### config.mk
export PLATFORM = sky130hd
export DESIGN_NAME = dma_req_arbiter
export DESIGN_NICKNAME = d
export VERILOG_FILES = /design/src/rtl/dma_arb_pkg.sv /design/src/rtl/dma_req_qual.sv /design/src/rtl/dma_sw_bank.sv /design/src/rtl/dma_prio_pick.sv /design/src/rtl/dma_req_arbiter.sv
export SDC_FILE = /design/constraint.sdc
export NUM_CORES = 1
export LEC_CHECK = 0
export BUFFER_PORTS_ARGS = -buffer_cell sky130_fd_sc_hd__buf_4
export CORE_MARGIN = 4
export CORE_UTILIZATION = 45
export DETAILED_ROUTE_END_ITERATION = 6
export HOLD_SLACK_MARGIN = 0.15
export PLACE_DENSITY = 0.78
export SETUP_SLACK_MARGIN = 0.5
export SLEW_MARGIN = 20
export SYNTH_ARGS = -nofsm -noshare
export SYNTH_HDL_FRONTEND = slang
export SYNTH_HIERARCHICAL = 1
export SYNTH_SLANG_ARGS = --single-unit
### constraint.sdc
create_clock -name clk -period 4.5 [get_ports clk]
set_clock_uncertainty 0.05 [all_clocks]
set_input_delay 0.9 -clock clk [delete_from_list [all_inputs] [get_ports clk]]
set_output_delay 0.9 -clock clk [all_outputs]
set_load 0.02 [all_outputs]
### src/rtl/dma_arb_pkg.sv
package dma_arb_pkg;
  // Index of the lowest set bit; returns 0 when none is set.
  function automatic int unsigned lowest_set(input logic [63:0] vec, input int unsigned n);
    int unsigned r;
    r = 0;
    for (int i = n - 1; i >= 0; i--) begin
      if (vec[i]) r = i;
    end
    return r;
  endfunction
endpackage

### src/rtl/dma_req_qual.sv
module dma_req_qual #(
  parameter int NCH = 32
) (
  input  logic [NCH-1:0] ch_enable,
  input  logic [NCH-1:0] req_mask,
  input  logic [NCH-1:0] burst_only,
  input  logic [NCH-1:0] periph_single,
  input  logic [NCH-1:0] periph_burst,
  output logic [NCH-1:0] hw_req,
  output logic [NCH-1:0] waiting
);
  for (genvar i = 0; i < NCH; i++) begin : g_ch
    logic line_req;
    assign line_req   = periph_burst[i] | (periph_single[i] & ~burst_only[i]);
    assign hw_req[i]  = line_req & ~req_mask[i];
    assign waiting[i] = ch_enable[i] & ~req_mask[i] & ~line_req;
  end
endmodule

### src/rtl/dma_sw_bank.sv
module dma_sw_bank #(
  parameter int NCH  = 32,
  parameter int IDXW = $clog2(NCH)
) (
  input  logic            clk,
  input  logic            rst,
  input  logic [NCH-1:0]  set_vec,
  input  logic            done_valid,
  input  logic [IDXW-1:0] done_ch,
  output logic [NCH-1:0]  pending
);
  localparam logic [NCH-1:0] ONE = {{(NCH-1){1'b0}}, 1'b1};
  logic [NCH-1:0] clr_vec;
  assign clr_vec = done_valid ? (ONE << done_ch) : '0;

  always_ff @(posedge clk) begin
    if (rst) pending <= '0;
    else     pending <= (pending & ~clr_vec) | set_vec;
  end
endmodule

### src/rtl/dma_prio_pick.sv
module dma_prio_pick #(
  parameter int NCH  = 32,
  parameter int IDXW = $clog2(NCH)
) (
  input  logic [NCH-1:0]  eligible,
  input  logic [NCH-1:0]  high_prio,
  output logic            any,
  output logic [IDXW-1:0] idx
);
  import dma_arb_pkg::*;
  logic [NCH-1:0] hi_set;
  logic [NCH-1:0] pool;
  logic [63:0]    wide;

  assign hi_set = eligible & high_prio;
  assign pool   = (|hi_set) ? hi_set : eligible;
  assign any    = |eligible;

  always_comb begin
    wide = '0;
    wide[NCH-1:0] = pool;
    idx = IDXW'(lowest_set(wide, NCH));
  end
endmodule

### src/rtl/dma_req_arbiter.sv
module dma_req_arbiter #(
  parameter int NCH  = 32,
  parameter int IDXW = $clog2(NCH)
) (
  input  logic            clk,
  input  logic            rst,
  input  logic            master_en,
  input  logic [NCH-1:0]  ch_enable,
  input  logic [NCH-1:0]  req_mask,
  input  logic [NCH-1:0]  burst_only,
  input  logic [NCH-1:0]  high_prio,
  input  logic [NCH-1:0]  periph_single,
  input  logic [NCH-1:0]  periph_burst,
  input  logic [NCH-1:0]  sw_req_set,
  input  logic            engine_idle,
  input  logic            done_valid,
  input  logic [IDXW-1:0] done_ch,
  output logic            grant_valid,
  output logic [IDXW-1:0] grant_ch,
  output logic [NCH-1:0]  wait_status,
  output logic [NCH-1:0]  sw_pending
);
  localparam logic [NCH-1:0] ONE = {{(NCH-1){1'b0}}, 1'b1};

  logic [NCH-1:0]  hw_req, waiting, raw_req, armed, eligible, take_vec;
  logic            pick_any, issue;
  logic [IDXW-1:0] pick_idx;

  dma_req_qual #(.NCH(NCH)) u_qual (
    .ch_enable(ch_enable), .req_mask(req_mask), .burst_only(burst_only),
    .periph_single(periph_single), .periph_burst(periph_burst),
    .hw_req(hw_req), .waiting(waiting)
  );

  dma_sw_bank #(.NCH(NCH), .IDXW(IDXW)) u_sw (
    .clk(clk), .rst(rst), .set_vec(sw_req_set),
    .done_valid(done_valid), .done_ch(done_ch), .pending(sw_pending)
  );

  assign raw_req  = hw_req | sw_pending;
  assign eligible = raw_req & armed & ch_enable & {NCH{master_en}};

  dma_prio_pick #(.NCH(NCH), .IDXW(IDXW)) u_pick (
    .eligible(eligible), .high_prio(high_prio), .any(pick_any), .idx(pick_idx)
  );

  assign issue    = engine_idle & pick_any;
  assign take_vec = issue ? (ONE << pick_idx) : '0;

  // A channel re-arms once its combined request is seen low.
  always_ff @(posedge clk) begin
    if (rst) armed <= '1;
    else     armed <= (armed | ~raw_req) & ~take_vec;
  end

  always_ff @(posedge clk) begin
    if (rst) begin
      grant_valid <= 1'b0;
      grant_ch    <= '0;
      wait_status <= '0;
    end else begin
      grant_valid <= issue;
      grant_ch    <= issue ? pick_idx : grant_ch;
      wait_status <= master_en ? waiting : '0;
    end
  end
endmodule

Word-level counts from Yosys, hierarchy flattened

Index checks and enable logic that the tools add are counted.

Shift-type cells: 2
Mux-type cells: 35
Bitwise logic cells: 270
Reduce and logical (&&, ||, !) cells: 3

Operators by type and width:

| cell                                             | count |
|---|---|
| AND 32 bit                                       | 6 |
| 2-to-1 mux 5 bit                                 | 32 |
| AND 1 bit                                        | 129 |
| NOT 1 bit                                        | 97 |
| 2-to-1 mux 32 bit                                | 3 |
| NOT 32 bit                                       | 3 |
| bitwise OR 32 bit                                | 3 |
| OR reduction 32 bit                              | 2 |
| left shift 1 x 5 -> 32 bit, first input constant | 2 |
| bitwise OR 1 bit                                 | 32 |
| OR reduction 2 bit                               | 1 |

Bits in registers: 102

Logic depth before layout (Yosys ltp)

Word-level depth: 47
Gate-level depth with buffers: 17

Hierarchy

The synthesis kept the hierarchy.

Modules (own cells, without submodules):

| module          | times used | cells an instance | area each (um^2) | seq. area each (um^2) |
|---|---|---|---|---|
| dma_req_arbiter | 1          | 289               | 2790.2           | 1401.3 |
| dma_sw_bank     | 1          | 147               | 1503.9           | 640.6 |
| dma_req_qual    | 1          | 128               | 1273.7           | 0.0 |
| dma_prio_pick   | 1          | 137               | 807.0            | 0.0 |

Worst setup path before layout

Ideal clock, no wire load.

Path type: input port to flip-flop
From: in burst_only[10]
To: reg armed[4]
Setup time: 0.141 ns
Arrival time: 3.919 ns
Setup slack: 0.390 ns
Stages on the path: 16
Buffers on the path: 2
Cells stage by stage: nand2b_1 > a21oi_1 > or2_2 > and4_1 > a22oi_1 > nand4_1 > nor4_4 > clkbuf_2 > o21ai_0 > nand4_1 > nor3b_2 > o31ai_1 > a31oi_1 > buf_2 > nor4b_1 > a22oi_1

Cells in the longest elaborated chain, start to end: 47
Elaborated cells on any way between the ends: 49
Classes of those cells: shift: 1; mux: 34; bitwise: 12; reduce/logical: 2

Ends and longest elaborated chain:

| element                         | line                  | RTL |
|---|---|---|
| from (decl)                     | dma_req_arbiter.sv:10 | `input logic [NCH-1:0] burst_only,` |
| NOT 1 bit *                     | dma_req_qual.sv:14    | `assign line_req = periph_burst[i] \| (periph_single[i] & ~burst_only[i]);` |
| AND 1 bit *                     | dma_req_qual.sv:14    |  |
| bitwise OR 1 bit *              | dma_req_qual.sv:14    |  |
| AND 1 bit *                     | dma_req_qual.sv:15    | `assign hw_req[i] = line_req & ~req_mask[i];` |
| via hw_req[10]                  | dma_req_arbiter.sv:25 | `logic [NCH-1:0] hw_req, waiting, raw_req, armed, eligible, take_vec;` |
| bitwise OR 32 bit *             | dma_req_arbiter.sv:40 | `assign raw_req = hw_req \| sw_pending;` |
| AND 32 bit * (3 in series)      | dma_req_arbiter.sv:41 | `assign eligible = raw_req & armed & ch_enable & {NCH{master_en}};` |
| via eligible[10]                | dma_req_arbiter.sv:25 |  |
| (+2 left out)                   | n/a                   |  |
| 2-to-1 mux 32 bit *             | dma_prio_pick.sv:16   | `assign pool = (\|hi_set) ? hi_set : eligible;` |
| 2-to-1 mux 5 bit (31 in series) | dma_arb_pkg.sv:7      | `if (vec[i]) r = i;` |
| 2-to-1 mux 5 bit *              | dma_arb_pkg.sv:7      |  |
| via pick_idx[2]                 | dma_req_arbiter.sv:27 | `logic [IDXW-1:0] pick_idx;` |
| left shift 1 x 5 -> 32 bit *    | dma_req_arbiter.sv:48 | `assign take_vec = issue ? (ONE << pick_idx) : '0;` |
| 2-to-1 mux 32 bit *             | dma_req_arbiter.sv:48 |  |
| NOT 32 bit *                    | dma_req_arbiter.sv:53 | `else armed <= (armed \| ~raw_req) & ~take_vec;` |
| AND 32 bit *                    | dma_req_arbiter.sv:53 |  |
| to (signal assigned)            | dma_req_arbiter.sv:53 |  |
| to (decl)                       | dma_req_arbiter.sv:25 |  |

The timed path passes the listed nets; every way through them passes the cells marked *.
A chain may end at the register's enable or synchronous reset.

Worst setup path in the final report

From: in periph_single[8]
To: reg armed[16]

Cells in the longest elaborated chain, start to end: 46
Elaborated cells on any way between the ends: 48
Classes of those cells: shift: 1; mux: 34; bitwise: 11; reduce/logical: 2

Ends and longest elaborated chain:

| element                         | line                  | RTL |
|---|---|---|
| from (decl)                     | dma_req_arbiter.sv:12 | `input logic [NCH-1:0] periph_single,` |
| AND 1 bit *                     | dma_req_qual.sv:14    |  |
| bitwise OR 1 bit *              | dma_req_qual.sv:14    |  |
| AND 1 bit *                     | dma_req_qual.sv:15    |  |
| via hw_req[8]                   | dma_req_arbiter.sv:25 |  |
| bitwise OR 32 bit *             | dma_req_arbiter.sv:40 |  |
| AND 32 bit * (3 in series)      | dma_req_arbiter.sv:41 |  |
| via eligible[8]                 | dma_req_arbiter.sv:25 |  |
| AND 32 bit                      | dma_prio_pick.sv:15   | `assign hi_set = eligible & high_prio;` |
| OR reduction 32 bit             | dma_prio_pick.sv:16   |  |
| 2-to-1 mux 32 bit *             | dma_prio_pick.sv:16   |  |
| 2-to-1 mux 5 bit (31 in series) | dma_arb_pkg.sv:7      |  |
| 2-to-1 mux 5 bit *              | dma_arb_pkg.sv:7      |  |
| via pick_idx[4]                 | dma_req_arbiter.sv:27 |  |
| left shift 1 x 5 -> 32 bit *    | dma_req_arbiter.sv:48 |  |
| 2-to-1 mux 32 bit *             | dma_req_arbiter.sv:48 |  |
| NOT 32 bit *                    | dma_req_arbiter.sv:53 |  |
| AND 32 bit *                    | dma_req_arbiter.sv:53 |  |

Marked as above.

==> Implementation_results.wiki <==
{| class="wikitable"
! Metric !! Value
|-
| Result of the run || completed
|-
| Total negative setup slack || 0 ns
|-
| Grt ovf || 0
|-
| Pwr dens || 292 nW/um^2
|-
| Sequential-to-total area share from yosys stat || between 30% and 40%
|-
| DRC violation total after the first TritonRoute iteration || 518
|-
| Pin slew with the least headroom to its limit || approximately 0.64 ns
|-
| Ys Warns || 6
|-
| Starting density of the core || 45.9%
|-
| Final worst path period share || 90.2%
|-
| Latest clock arrival within the worst-skew pair || roughly 0.36 ns
|-
| Cell count after synthesis || 701
|-
| Die area || 16100 um^2
|-
| Max Cap Violations || 0
|-
| Layout-stage area growth over the synthesis result || 58.8%
|-
| Number of antenna violations at the first check in global routing || 0
|-
| Height of the chip || about 130 um
|-
| Number of distinct library cell variants in the gate-level netlist after synthesis || 59
|-
| Comb pwr share || 35.2%
|-
| Clock slew seen by the registers of the worst setup and hold paths || 0.07 ns
|-
| Via count of the first global-routing pass || 7116
|-
| Pins Over Slew Limit || 0
|-
| Maximum number of pins on one net before global-route repair || 40
|-
| Average detailed-routed wire length per instance || around 21 um
|-
| Number of search-and-repair iterations in the first detailed-routing pass || 5
|-
| Slew Limit Headroom || 57.2%
|-
| Worst slack on hold paths || 0.454 ns
|-
| Count of clock tree sinks || 102
|-
| Data arrival time at the worst-slack endpoint || 4.26 ns
|-
| Switching pwr || 0.000920 W
|-
| Hold buffers post-CTS || 0
|-
| Minimum period implied by the final worst setup slack || 4.06 ns
|-
| RePlAce Congestion || roughly 1
|-
| Endpoints failing hold || 0
|-
| Portion of total power attributed to sequential cells || 33.2%
|-
| TritonCTS clock tree || done
|-
| Power share of the clock group || 31.6%
|-
| Antenna-violating nets left || 0
|-
| Setup crit start kind || primary input
|-
| Post-synthesis instance area || 6370 um^2
|-
| Kind of end point of the critical path || flop
|-
| Post-synth net total || 935
|-
| Number of buffers created by CTS || 9
|-
| Total via count in the routed design || 7063
|-
| Final cell utilization of the core || 72.9%
|-
| Largest vdd supply drop || 240 uV
|-
| Post-placement worst setup slack || -0.108 ns
|-
| Share of total power consumed by net switching || a little under a third
|-
| Final routed DRC violation total || 0
|-
| Standard-cell rows || 43
|-
| Via density || 5.70
|-
| Mean Syn Cell Area || 9.09 um^2
|-
| Data required time at the worst endpoint || 4.70 ns
|-
| Total Wirelength || 25500 um
|-
| Leading cell type in the layout, fill and taps excluded || sky130_fd_sc_hd__buf_4
|-
| Share of layout cells above drive strength 1 || 53.2%
|-
| Half-perimeter wire length of the detailed placement result || just over 20000 um
|-
| Maximum clock path buffer count || 2
|-
| RSZ-0062 raised after global routing || true
|-
| # IOs || 304
|-
| Final Setup Violations || 0
|-
| Worst Slack Setup Final || 0.442 ns
|-
| Horiz. Die Dim || 127 um
|-
| Highest-count cells in the layout ignoring fill and taps || sky130_fd_sc_hd__buf_4, sky130_fd_sc_hd__dfxtp_1, sky130_fd_sc_hd__nor2_1, sky130_fd_sc_hd__a21oi_1, sky130_fd_sc_hd__and2_1
|-
| Antenna diode instance count || 0
|-
| Total of flip-flops plus latches after synthesis || 102
|-
| Post-layout net count || 1288
|-
| Total global routing track utilization || just under 30%
|-
| Count of H-tree levels built during CTS || 3
|-
| Static leakage || 4.72 nW
|-
| Max frequency || around 250 MHz
|-
| Core footprint || ~14000 um^2
|-
| Hold/Removal Path Class || flop to flop
|-
| Internal power of the cells || ~0.002 W
|-
| Top fanout value on the critical path || 6
|-
| Number of buffer cells added on primary ports || between 300 and 400
|-
| CTS Root Cell || sky130_fd_sc_hd__clkbuf_16
|-
| Worst Path Class, Setup || primary input to flop
|-
| First-pass GRT wire length || 38000 um
|}
-- cell usage after synthesis (all sizes together) --
| cell type | count | share of area, % |
|---|---|---|
| nand3 | 26 | 2.0 |
| and4 | 17 | 2.4 |
| dfxtp | 102 | 32 |
| nor4 | 11 | 1.3 |
| o211ai | 1 | 0.12 |
| nor3 | 10 | 0.79 |
| or4b | 1 | 0.22 |
| clkbuf | 13 | 0.80 |
| a21bo | 5 | 0.79 |
| nor4b | 2 | 0.51 |
| nor2b | 7 | 0.69 |
| a21o | 1 | 0.12 |
| a31oi | 4 | 0.39 |
| or3 | 2 | 0.20 |
| nand2 | 20 | 1.2 |
| a32oi | 8 | 1.1 |
| buf | 21 | 1.9 |
| a311oi | 1 | 0.14 |
| nand4bb | 4 | 0.71 |
| nand4b | 4 | 0.55 |
| inv | 32 | 1.9 |
| nand2b | 34 | 3.5 |
| nor3b | 17 | 2.1 |
| or2 | 18 | 1.8 |
| o21a | 4 | 0.47 |
| and4b | 5 | 0.98 |
| a311o | 1 | 0.16 |
| o21ai | 37 | 2.9 |
| a211oi | 33 | 5.2 |
| o31ai | 4 | 0.55 |
| nor2 | 87 | 5.1 |
| a21oi | 41 | 3.3 |
| and2 | 33 | 3.2 |
| a22oi | 24 | 2.8 |
| and3b | 8 | 1.1 |
| nand4 | 9 | 0.88 |
| o32a | 16 | 2.5 |
| or4 | 1 | 0.12 |
| and4bb | 5 | 1.2 |
| nor4bb | 32 | 12 |
-- logic make-up (layout without fill, tap and decap cells) --
| logic type | after synthesis | count (layout) | share of synthesized area, % |
|---|---|---|---|
| compound gates | 180 | 180 | 20.6 |
| flops | 102 | 102 | 32.0 |
| simple gates | 353 | 353 | 42.8 |
| buf+inv | 66 | 424 | 4.59 |
-- final cells by class --
| class | count | area (um^2) |
|---|---|---|
| Fill cell | 1116 | 3760 |
| Clock buffer | 9 | 225 |
| Inverter | 32 | 120 |
| Tap cell | 180 | 225 |
| Clock inverter | 7 | 130 |
| Sequential cell | 102 | 2040 |
| Multi-Input combinational cell | 533 | 4490 |
| Timing Repair Buffer | 376 | 2890 |
-- state kept, by name, summed over array words and instances, names as in the netlist --
| signal | count |
|---|---|
| armed | 32 |
| grant_ch | 5 |
| grant_valid | 1 |
| u_sw/pending | 32 |
| wait_status | 32 |
-- per-layer routing --
metal,global-route usage (%),routed length (um)
met1,39.4,10900
met2,48.7,12000
met3,7.15,2030
met4,8.01,518
met5,0,0
-- what timing repair did --
action	in CTS	in global routing
endpoints found under the hold margin	0	0
resized for setup	53	72
setup buffers	5	10
pin swaps	20	34
gates cloned	1	0
endpoints found under the setup margin	32	34
-- through the flow --
step                area [um^2]  instances  total power [W]
floorplan                  6420        701          0.00142
global placement           9190       1207          0.00187
detailed placement         9190       1207          0.00188
CTS                        9770       1229          0.00286
global route              10100       1239          0.00306
finish                    10100       1239          0.00295
-- power by group through the flow --
stage,clock network (W),registers (W),logic (W)
after detailed placement,0,0.000999,0.000880
after global placement,0,0.000998,0.000877
after global routing,0.000983,0.000984,0.00110
after floorplan,0,0.00102,0.000399
final,0.000934,0.000981,0.00104
after CTS,0.000946,0.000979,0.000931
-- critical path: stages --
cell,delay [ns]
sky130_fd_sc_hd__buf_4,0.11
sky130_fd_sc_hd__nand2b_1,0.08
sky130_fd_sc_hd__a21oi_1,0.07
sky130_fd_sc_hd__or2_2,0.28
sky130_fd_sc_hd__and4_4,0.17
sky130_fd_sc_hd__a22oi_2,0.14
sky130_fd_sc_hd__nand4_1,0.16
sky130_fd_sc_hd__nor4_4,0.41
sky130_fd_sc_hd__buf_6,0.20
sky130_fd_sc_hd__buf_12,0.13
sky130_fd_sc_hd__o21ai_2,0.07
sky130_fd_sc_hd__nand4_1,0.12
sky130_fd_sc_hd__nor3_1,0.08
sky130_fd_sc_hd__buf_4,0.14
sky130_fd_sc_hd__buf_4,0.13
sky130_fd_sc_hd__a211oi_4,0.24
sky130_fd_sc_hd__buf_4,0.16
sky130_fd_sc_hd__or4b_4,0.46
sky130_fd_sc_hd__o32a_4,0.19
-- worst paths after layout --
check	startpoint	to	slack, ns	cells past startpoint
worst min-delay path	armed[7]	armed[7]	0.45	2
worst max register to register	u_sw/pending[8]	armed[16]	0.82	16
worst max-delay path	periph_single[8]	armed[16]	0.44	19
worst min register to register	armed[7]	armed[7]	0.45	2
No activity file was read; power rests on OpenSTA's default activity.
